File: config.mk
export PLATFORM = sky130hd
export DESIGN_NAME = page_write_buffer
export DESIGN_NICKNAME = d
export VERILOG_FILES = /design/src/rtl/pwb_pkg.sv /design/src/rtl/pwb_slots.sv /design/src/rtl/pwb_sequencer.sv /design/src/rtl/page_write_buffer.sv
export SDC_FILE = /design/constraint.sdc
export NUM_CORES = 1
export LEC_CHECK = 0
export ABC_AREA = 1
export BUFFER_PORTS_ARGS = -buffer_cell sky130_fd_sc_hd__buf_2
export CAP_MARGIN = 20
export CORE_ASPECT_RATIO = 0.7
export CORE_MARGIN = 1.5
export CORE_UTILIZATION = 38
export CTS_BUF_LIST = sky130_fd_sc_hd__clkbuf_8
export CTS_CLUSTER_DIAMETER = 50
export DETAILED_ROUTE_END_ITERATION = 7
export PLACE_DENSITY = 0.64
export SLEW_MARGIN = 20
export SYNTH_ARGS = -nofsm -noshare
export SYNTH_HDL_FRONTEND = slang
export SYNTH_HIERARCHICAL = 1
export SYNTH_SLANG_ARGS = --single-unit
File: constraint.sdc
create_clock -name clk -period 2.2 [get_ports clk]
set_input_delay 0.11 -clock clk [delete_from_list [all_inputs] [get_ports clk]]
set_output_delay 0.11 -clock clk [all_outputs]
set_load 0.005 [all_outputs]
File: src/rtl/pwb_pkg.sv
package pwb_pkg;
  parameter int ADDR_W     = 13;
  parameter int DATA_W     = 8;
  parameter int PAGE_BYTES = 32;
  localparam int OFF_W     = $clog2(PAGE_BYTES);
  localparam int PAGE_W    = ADDR_W - OFF_W;

  // upper quarter of the array is the protectable region
  function automatic logic in_guard_zone(input logic [PAGE_W-1:0] page);
    return page[PAGE_W-1 -: 2] == 2'b11;
  endfunction
endpackage

File: src/rtl/pwb_slots.sv
module pwb_slots
  import pwb_pkg::*;
(
  input  logic              clk,
  input  logic              rst_n,
  input  logic              start_i,
  input  logic [ADDR_W-1:0] start_addr_i,
  input  logic              load_i,
  input  logic [DATA_W-1:0] load_data_i,
  input  logic              clear_i,
  input  logic              busy_i,
  input  logic [OFF_W-1:0]  rd_idx_i,
  output logic [DATA_W-1:0] rd_data_o,
  output logic              rd_valid_o,
  output logic              any_valid_o,
  output logic [PAGE_W-1:0] page_o,
  output logic [ADDR_W-1:0] last_addr_o
);
  logic [PAGE_W-1:0]     page_q;
  logic [OFF_W-1:0]      ptr_q;
  logic [ADDR_W-1:0]     last_q;
  logic [PAGE_BYTES-1:0] filled_q;
  logic [DATA_W-1:0]     byte_q [PAGE_BYTES];

  always_ff @(posedge clk or negedge rst_n) begin
    if (!rst_n) begin
      page_q <= '0;
      ptr_q  <= '0;
      last_q <= '0;
    end else if (start_i) begin
      page_q <= start_addr_i[ADDR_W-1:OFF_W];
      ptr_q  <= start_addr_i[OFF_W-1:0];
    end else if (load_i) begin
      last_q <= {page_q, ptr_q};
      ptr_q  <= ptr_q + 1'b1;   // wraps inside the page
    end
  end

  for (genvar k = 0; k < PAGE_BYTES; k++) begin : g_slot
    always_ff @(posedge clk or negedge rst_n) begin
      if (!rst_n) begin
        filled_q[k] <= 1'b0;
        byte_q[k]   <= '0;
      end else if (start_i || clear_i) begin
        filled_q[k] <= 1'b0;
      end else if (load_i && ptr_q == OFF_W'(k)) begin
        filled_q[k] <= 1'b1;
        byte_q[k]   <= load_data_i;
      end
    end
  end

  assign rd_data_o   = byte_q[rd_idx_i];
  assign rd_valid_o  = filled_q[rd_idx_i];
  assign any_valid_o = |filled_q;
  assign page_o      = page_q;
  assign last_addr_o = last_q;

  assert_frozen_busy_R6: assert property (@(posedge clk) disable iff (!rst_n)
    (busy_i && !clear_i) |=> ($stable(filled_q) && $stable(page_q) && $stable(last_q)));
  assert_empty_after_busy_R8: assert property (@(posedge clk) disable iff (!rst_n)
    $fell(busy_i) |-> (filled_q == '0));
  assert_page_fixed_R2: assert property (@(posedge clk) disable iff (!rst_n)
    load_i |=> $stable(page_q));
endmodule

File: src/rtl/pwb_sequencer.sv
module pwb_sequencer
  import pwb_pkg::*;
#(
  parameter int WCYC_CYCLES = 500000
) (
  input  logic              clk,
  input  logic              rst_n,
  input  logic              commit_i,
  input  logic              any_valid_i,
  input  logic              wp_i,
  input  logic [PAGE_W-1:0] page_i,
  input  logic              rd_valid_i,
  input  logic [DATA_W-1:0] rd_data_i,
  output logic [OFF_W-1:0]  rd_idx_o,
  output logic              busy_o,
  output logic              clear_o,
  output logic              mem_we_o,
  output logic [ADDR_W-1:0] mem_addr_o,
  output logic [DATA_W-1:0] mem_wdata_o
);
  localparam int CNT_W = $clog2(WCYC_CYCLES);

  logic             busy_q, wp_q;
  logic [CNT_W-1:0] cnt_q;
  logic [OFF_W:0]   scan_q;   // MSB set once every slot was visited
  logic             take, last_tick, locked;

  assign take      = commit_i && !busy_q && any_valid_i;
  assign last_tick = busy_q && (cnt_q == CNT_W'(WCYC_CYCLES - 1));

  always_ff @(posedge clk or negedge rst_n) begin
    if (!rst_n) begin
      busy_q <= 1'b0;
      wp_q   <= 1'b0;
      cnt_q  <= '0;
      scan_q <= '0;
    end else if (take) begin
      busy_q <= 1'b1;
      wp_q   <= wp_i;
      cnt_q  <= '0;
      scan_q <= '0;
    end else if (busy_q) begin
      cnt_q <= cnt_q + 1'b1;
      if (!scan_q[OFF_W]) scan_q <= scan_q + 1'b1;
      if (last_tick) busy_q <= 1'b0;
    end
  end

  assign locked      = wp_q && in_guard_zone(page_i);
  assign rd_idx_o    = scan_q[OFF_W-1:0];
  assign busy_o      = busy_q;
  assign clear_o     = last_tick;
  assign mem_we_o    = busy_q && !scan_q[OFF_W] && rd_valid_i && !locked;
  assign mem_addr_o  = {page_i, scan_q[OFF_W-1:0]};
  assign mem_wdata_o = rd_data_i;

  assert_write_in_busy_R4: assert property (@(posedge clk) disable iff (!rst_n)
    mem_we_o |-> busy_q);
  assert_guard_holds_R7: assert property (@(posedge clk) disable iff (!rst_n)
    mem_we_o |-> !(wp_q && mem_addr_o[ADDR_W-1 -: 2] == 2'b11));
  assert_busy_from_commit_R5: assert property (@(posedge clk) disable iff (!rst_n)
    $rose(busy_q) |-> $past(commit_i));
  assert_drain_done_R4: assert property (@(posedge clk) disable iff (!rst_n)
    $fell(busy_q) |-> $past(scan_q[OFF_W]));
endmodule

File: src/rtl/page_write_buffer.sv
module page_write_buffer
  import pwb_pkg::*;
#(
  parameter int WCYC_CYCLES = 500000
) (
  input  logic              clk,
  input  logic              rst_n,
  input  logic              start_valid,
  input  logic [ADDR_W-1:0] start_addr,
  input  logic              load_valid,
  output logic              load_ready,
  input  logic [DATA_W-1:0] load_data,
  input  logic              commit,
  input  logic              wp,
  output logic              busy,
  output logic              mem_we,
  output logic [ADDR_W-1:0] mem_addr,
  output logic [DATA_W-1:0] mem_wdata,
  output logic [ADDR_W-1:0] last_addr
);
  logic              start_acc, load_acc, clr, any_v, rd_v;
  logic [OFF_W-1:0]  rd_idx;
  logic [DATA_W-1:0] rd_d;
  logic [PAGE_W-1:0] page;

  assign start_acc  = start_valid && !busy;
  assign load_ready = !busy && !start_valid;
  assign load_acc   = load_valid && load_ready;

  pwb_slots u_slots (
    .clk(clk), .rst_n(rst_n),
    .start_i(start_acc), .start_addr_i(start_addr),
    .load_i(load_acc), .load_data_i(load_data),
    .clear_i(clr), .busy_i(busy),
    .rd_idx_i(rd_idx), .rd_data_o(rd_d), .rd_valid_o(rd_v),
    .any_valid_o(any_v), .page_o(page), .last_addr_o(last_addr)
  );

  pwb_sequencer #(.WCYC_CYCLES(WCYC_CYCLES)) u_seq (
    .clk(clk), .rst_n(rst_n),
    .commit_i(commit), .any_valid_i(any_v), .wp_i(wp), .page_i(page),
    .rd_valid_i(rd_v), .rd_data_i(rd_d), .rd_idx_o(rd_idx),
    .busy_o(busy), .clear_o(clr),
    .mem_we_o(mem_we), .mem_addr_o(mem_addr), .mem_wdata_o(mem_wdata)
  );

  assert_no_ready_busy_R6: assert property (@(posedge clk) disable iff (!rst_n)
    busy |-> !load_ready);
endmodule

==> flow_summary.toml, run 1 <==
[status]
status = "complete, but fails checks"
violations = "negative setup slack"

[routing]
dr.pass1.iters = 6
drtIter0Drc = 1630
wirelength_mm = 51.41
viasPerCell = 5.369
num_vias = 14780
antenna_left = 0
drc_errors = 0
routedWlPerCell_um = 18.67

[floorplanning]
core-area_um2 = 42330
start_util = 0.3859
ios = 64
die_area_um2 = 44250
rows = 63
fp.dieH_um = 176.5
die_w_um = 250.8

[finish]
syn_to_final_growth_pct = 22.37
multiInputGateArea_um2 = 7068
nets = 2199
post-route-util = 0.4722
final_layout_size_suffix_gt1_frac = 0.1926
fillers = 4036
diodes = 0
final_cells = 2753
seq_area_um2 = 8539

[clock_tree]
cts_tree = "yes"
numCtsBuffers = 53
clk_pin_slew_ps = 70
h-tree-depth = 2
ctsRootBufferMaster = "clkbuf_8"
cts_sinks = 341
ctsLongestPathBuffers = 3
clk_latency_ps = 620

[global_routing]
grt-ovfl-total = 0
grt_use_total = 0.2221
antenna_found_initial = 1
grt_max_degree = 76
grt_pass1_wl_mm = 77.72
grt_pass1_vias = 13990

[timing]
slew_viol_final = 0
hold_viol = 0
rsz0062_at_grt = "true"
clock_skew_ps = 27.91
whs_ps = 76.28
fin_crit_sh = 1.185
setup_viol = 9
period_needed_ps = 2606
max_freq_mhz = 383.7
relSlewSlack = 0.5616
worstMarginPinSlew_ps = 656.9
worst_slack_ps = -406.2

[power_and_ir_drop]
ir_drop_mv = 0.4506
power.density_nw_per_um2 = 599.5
combPwrFrac = 0.038
p_clk_frac = 0.433
intPower_mw = 9.074
swShare = 0.2428
leakage_nw = 9.586
p_switching_mw = 2.909
seqPwrFrac = 0.530
totalPowerFinal_mw = 11.98

[critical_path]
crit_required_ps = 2090
critPathKind = "flip-flop to primary output"
startpoint_type = "flip-flop"
crit_arrival_ps = 2500
startpoint = "u_seq/scan_q[0]"
r2r-start = "u_seq/busy_o"
endpoint_kind = "primary output"
cp_max_fo = 19

[placed_design]
placedCellCount = 2598
place.gp.congestion = 0.8407
dpl.hpwl_mm = 29.50
io_buffer_count = 63
dpl_worst_slack_ps = -655.0

[logic_synthesis]
synth.avg_cell_area_um2 = 7.995
ys_seq_area_frac = 0.5224
ys_warn_count = 6
syn-num-nets = 2078
ys_ff_latch = 341
synth_cells = 2043
ys_types = 34
synth_area_um2 = 16330

[hold_path]
hold_start = "load_data[0]"
hold_class = "input pin to flip-flop"

[job]
drv_cap = 0
-- final timing paths --
kind / end / slack (ps) / cells past startpoint
max: mem_wdata[0] / -410 / 11
min: u_slots/byte_q[32] / 80 / 4
max reg2reg: u_slots/filled_q[19] / 80 / 11
min reg2reg: u_seq/wp_q / 480 / 2
max in group asynchronous: u_seq/scan_q[0] / 1350 / 3
min in group asynchronous: u_slots/byte_q[78] / 100 / 2
-- stage by stage --
stage / TNS [ps] / cell area (um^2)
floorplan: 0 / 16330
global placement: -122910 / 17450
detailed placement: -130250 / 17450
CTS: -3115 / 19080
global route: -4062 / 19990
finish: -3257 / 19990
-- power groups by stage --
stage               Clock [mW]  Sequential (mW)  Combinational [mW]
floorplan                    0             6.45               0.148
global placement             0             6.46               0.415
detailed placement           0             6.46               0.418
CTS                       5.32             6.34               0.442
global route              5.58             6.35               0.505
finish                    5.18             6.35               0.450
-- Yosys cell counts --
library cell / n / area, um^2
buf_8: 1 / 15.01
clkinv_1: 3 / 11.26
a22o_1: 1 / 8.760
o2111ai_1: 1 / 8.760
clkbuf_1: 74 / 277.8
nor3b_1: 1 / 7.510
nor2_2: 5 / 31.28
nand2_1: 754 / 2830
a2bb2oi_1: 1 / 8.760
nand4_1: 17 / 106.4
inv_2: 5 / 18.77
nand2_4: 20 / 225.2
buf_1: 8 / 30.03
ha_1: 8 / 100.1
buf_4: 26 / 195.2
nor3_1: 9 / 45.04
o21ai_0: 322 / 1612
buf_6: 21 / 236.5
o211ai_1: 1 / 7.510
a21oi_1: 13 / 65.06
buf_2: 15 / 75.07
nor4_1: 2 / 12.51
nor2_4: 4 / 45.04
nor2_1: 54 / 202.7
clkbuf_2: 5 / 25.02
nand3_2: 2 / 20.02
dfrtp_1: 341 / 8533
nor3_4: 2 / 32.53
buf_12: 1 / 20.02
inv_1: 88 / 330.3
a31oi_1: 1 / 6.260
nand3_1: 231 / 1156
nand2_2: 3 / 18.77
o21ai_1: 3 / 15.01
-- kinds of logic after synthesis --
family | synth area share
AOI/OAI and AO/OA | 0.1060
adders and majority gates | 0.006129
buffers and inverters | 0.07561
DFF | 0.5224
and+or+nand+nor | 0.2898
-- flip-flops by register name, indices dropped and copies added (netlist names) --
register / count
u_slots/ptr_q: 5
u_slots/byte_q: 256
u_slots/page_o: 8
u_seq/cnt_q: 19
u_seq/busy_o: 1
u_slots/filled_q: 32
u_seq/scan_q: 6
u_slots/last_addr_o: 13
u_seq/wp_q: 1
-- critical path, cell delays in order (launching register included) --
cell	delay (ps)
dfrtp_4	610
buf_8	210
clkbuf_16	210
nand2_1	90
nand3_1	120
nand3_1	110
nand2_1	80
nand2_1	60
nand2_1	80
nand2_1	80
nand2_2	100
buf_2	110
-- layout make-up --
cell class	count	area share
tap	552	0.03456
sequential	341	0.4273
timing repair inverter	2	0.001189
clock buffer	65	0.04476
timing repair buffer	213	0.1139
inverter	96	0.01909
clock inverter	27	0.005572
multi-input combinational	1457	0.3536
-- per-layer routing --
layer  track usage  wire length (um)
met3       0.04423              5023
met1        0.3233             23160
met5             0                 0
met2        0.3331             22080
met4       0.06793              1149
-- timing repair --
item	CTS	global route
hold buffers	16	0
setup buffers	11	13
resized for setup	39	121
setup endpoints to repair	270	269
gates cloned	8	18
pin swaps	7	34
hold endpoints to repair	195	0
-- cells in the final DEF (no fill, tap or decap), drive strengths merged --
master / instances
buf: 184
nand3: 233
o2111ai: 1
clkbuf: 78
a21oi: 13
a2bb2oi: 1
nor4: 2
nor3b: 1
dfrtp: 341
nor3: 11
inv: 115
nand2: 779
clkinv: 8
clkinvlp: 2
o211ai: 1
nand4: 17
a22o: 1
a31oi: 1
dlygate4sd3: 16
ha: 8
nor2: 63
o21ai: 325
(Power assumes the default switching activity.)
==> run 2, diff against run 1 <==
--- a/config.mk
+++ b/config.mk
@@ -8,13 +8,15 @@
 export ABC_AREA = 1
 export BUFFER_PORTS_ARGS = -buffer_cell sky130_fd_sc_hd__buf_2
 export CAP_MARGIN = 20
+export CELL_PAD_IN_SITES_DETAIL_PLACEMENT = 0
+export CELL_PAD_IN_SITES_GLOBAL_PLACEMENT = 2
 export CORE_ASPECT_RATIO = 0.7
 export CORE_MARGIN = 1.5
 export CORE_UTILIZATION = 38
 export CTS_BUF_LIST = sky130_fd_sc_hd__clkbuf_8
 export CTS_CLUSTER_DIAMETER = 50
 export DETAILED_ROUTE_END_ITERATION = 7
-export PLACE_DENSITY = 0.64
+export PLACE_DENSITY = 0.91
 export SLEW_MARGIN = 20
 export SYNTH_ARGS = -nofsm -noshare
 export SYNTH_HDL_FRONTEND = slang
==> constraint.sdc (replaced) <==
create_clock -name clk -period 2.2 [get_ports clk]
set_input_delay 0 -clock clk [delete_from_list [all_inputs] [get_ports clk]]
set_output_delay 0 -clock clk [all_outputs]
set_load 0.005 [all_outputs]
==> run 2 against run 1 <==
Clock-buffer cell count up 6. Highest routed layer unchanged. Combinational power is 7.3% higher. Sequential share of layout area shrank 0.58 points. Die area unchanged. The flow still finishes with violations (negative setup slack). First-iteration DRC count down 18%. Critical path type unchanged.
==> flow_summary.toml, run 2 (synthesis gave the netlist of run 1 again) <==
[global_routing]
antenna_found_initial = 0
grt_use_total = 0.2315
grt_pass1_vias = 13870
grt_max_degree = 68
grt-ovfl-total = 0
grt_pass1_wl_mm = 80.18

[routing]
routedWlPerCell_um = 19.00
dr.pass1.iters = 6
drc_errors = 0
drtIter0Drc = 1334
num_vias = 14710
viasPerCell = 5.277
antenna_left = 0
wirelength_mm = 52.96

[hold_path]
hold_class = "input pin to asynchronous set/reset pin"

[timing]
whs_ps = 71.21
fin_setup_tns_ps = -2539
slew_viol_final = 0
worstMarginPinSlew_ps = 848.1
rsz0062_at_grt = "true"
fin_crit_sh = 1.161
max_freq_mhz = 391.5
hold_viol = 0
relSlewSlack = 0.4325
worst_slack_ps = -354.5
clock_skew_ps = 28.75
setup_viol = 9
period_needed_ps = 2554

[floorplanning]
die_area_um2 = 44250
ios = 64
die_w_um = 250.8
core-area_um2 = 42330
fp.dieH_um = 176.5
rows = 63
start_util = 0.3859

[finish]
seq_area_um2 = 8539
largest_reg_flops = 256
mostFrequentLayoutCells = "709 x nand2_1, 338 x dfrtp_1, 304 x o21ai_0"
diodes = 0
multiInputGateArea_um2 = 7062
largest_register = "u_slots/byte_q"
final_layout_size_suffix_gt1_frac = 0.1866
fillers = 4136
reg_top3 = "u_slots/byte_q: 256 flops, u_slots/filled_q: 32 flops, u_seq/cnt_q: 19 flops"
syn_to_final_growth_pct = 24.06
final_common_cell = "nand2_1"
nets = 2227

[clock_tree]
cts_tree = "yes"
ctsLongestPathBuffers = 3
cts_sinks = 341
clk_pin_slew_ps = 70
clk_latency_ps = 640
numCtsBuffers = 55
h-tree-depth = 2
ctsRootBufferMaster = "clkbuf_8"

[power_and_ir_drop]
leakage_nw = 9.649
power.density_nw_per_um2 = 613.0
seqPwrFrac = 0.511
ir_drop_mv = 0.3729
combPwrFrac = 0.039
swShare = 0.2477
p_clk_frac = 0.450
p_switching_mw = 3.077
intPower_mw = 9.345

[critical_path]
crit_family = "simple AND/OR/NAND/NOR gates"
crit_top_cell = "nand2_1"
path_buf_inv = 4
max_stage_delay_ps = 540
crit_required_ps = 2200
critPathKind = "flip-flop to primary output"
endpoint_kind = "primary output"
crit_arrival_ps = 2550
slowest_stage = "dfrtp_4"
startpoint_type = "flip-flop"
path_cells = "buf_12, inv_16, buf_4, nand2_1, nand3_1, nand3_1, nand2_2, nand2_1, nand2_1, nand2_1, nand2_1, buf_2"
cp_max_fo = 9

[placed_design]
dpl.hpwl_mm = 30.65
place.gp.congestion = 0.8219
io_buffer_count = 63

[status]
violations = "negative setup slack"
status = "complete, but fails checks"

[job]
drv_cap = 0
## run 2: path summary, 6_finish.rpt
kind	slack, ps	end	cells past startpoint	from
worst max-delay path	-350	mem_wdata[0]	12	u_seq/scan_q[0]
worst max register to register	50	u_slots/byte_q[85]	15	u_seq/cnt_q[1]
worst min-delay path	70	u_slots/byte_q[50]	3	rst_n
worst min register to register	480	u_slots/byte_q[34]	2	u_slots/byte_q[34]
min in group clk	110	u_slots/ptr_q[0]	7	load_valid
max in group asynchronous	1790	u_slots/byte_q[250]	3	rst_n
## run 2: area by class of cell
| cell class | instances | area share |
|---|---|---|
| clock inverter | 29 | 0.006607 |
| tap | 552 | 0.03408 |
| clock buffer | 71 | 0.04822 |
| timing repair buffer | 231 | 0.1195 |
| multi-input combinational | 1462 | 0.3485 |
| inverter | 96 | 0.01896 |
| sequential | 341 | 0.4214 |
| timing repair inverter | 5 | 0.002717 |
## run 2: per-layer routing
layer | share of wire | global-route usage
met2 | 0.43 | 0.3503
met5 | 0 | 0
met3 | 0.076 | 0.04069
met4 | 0.012 | 0.04646
met1 | 0.48 | 0.3467
## run 2: what timing repair did
action / in CTS / in global routing
hold buffers: 27 / 1
pin swaps: 7 / 28
setup endpoints to repair: 284 / 263
gates cloned: 8 / 18
setup buffers: 15 / 19
resized for setup: 36 / 127
endpoints found under the hold margin: 604 / 3
## run 2: power groups by stage
stage,registers (mW),logic (mW),clock network (mW)
floorplan,6.45,0.148,0
global placement,6.46,0.419,0
detailed placement,6.46,0.421,0
CTS,6.34,0.466,5.74
global route,6.35,0.538,6.03
finish,6.35,0.483,5.59
## run 2: worst reg2reg max path, stage by stage, from the launching register on
cell	delay [ps]
dfrtp_1	380
ha_2	190
nand2_2	70
nor2_2	40
nand3_2	80
nor3_4	50
nor2_4	140
inv_4	60
nor3_4	190
buf_6	160
clkbuf_16	140
buf_12	130
buf_12	110
nand2_8	80
nand2_2	90
o21ai_0	70
## run 2: metrics by stage
| stage | utilization | total power [mW] | std cells | cell area, um^2 | setup WS, ps |
|---|---|---|---|---|---|
| global placement | 0.4127 | 6.874 | 2602 | 17470 | -543.5 |
| finish | 0.4787 | 12.42 | 2787 | 20260 | -354.5 |
| floorplan | - | 6.601 | 2043 | 16330 | 197.9 |
| detailed placement | 0.4127 | 6.878 | 2602 | 17470 | -633.5 |
| global route | 0.4787 | 12.91 | 2787 | 20260 | -448.3 |
| CTS | 0.4569 | 12.55 | 2752 | 19340 | -347.0 |
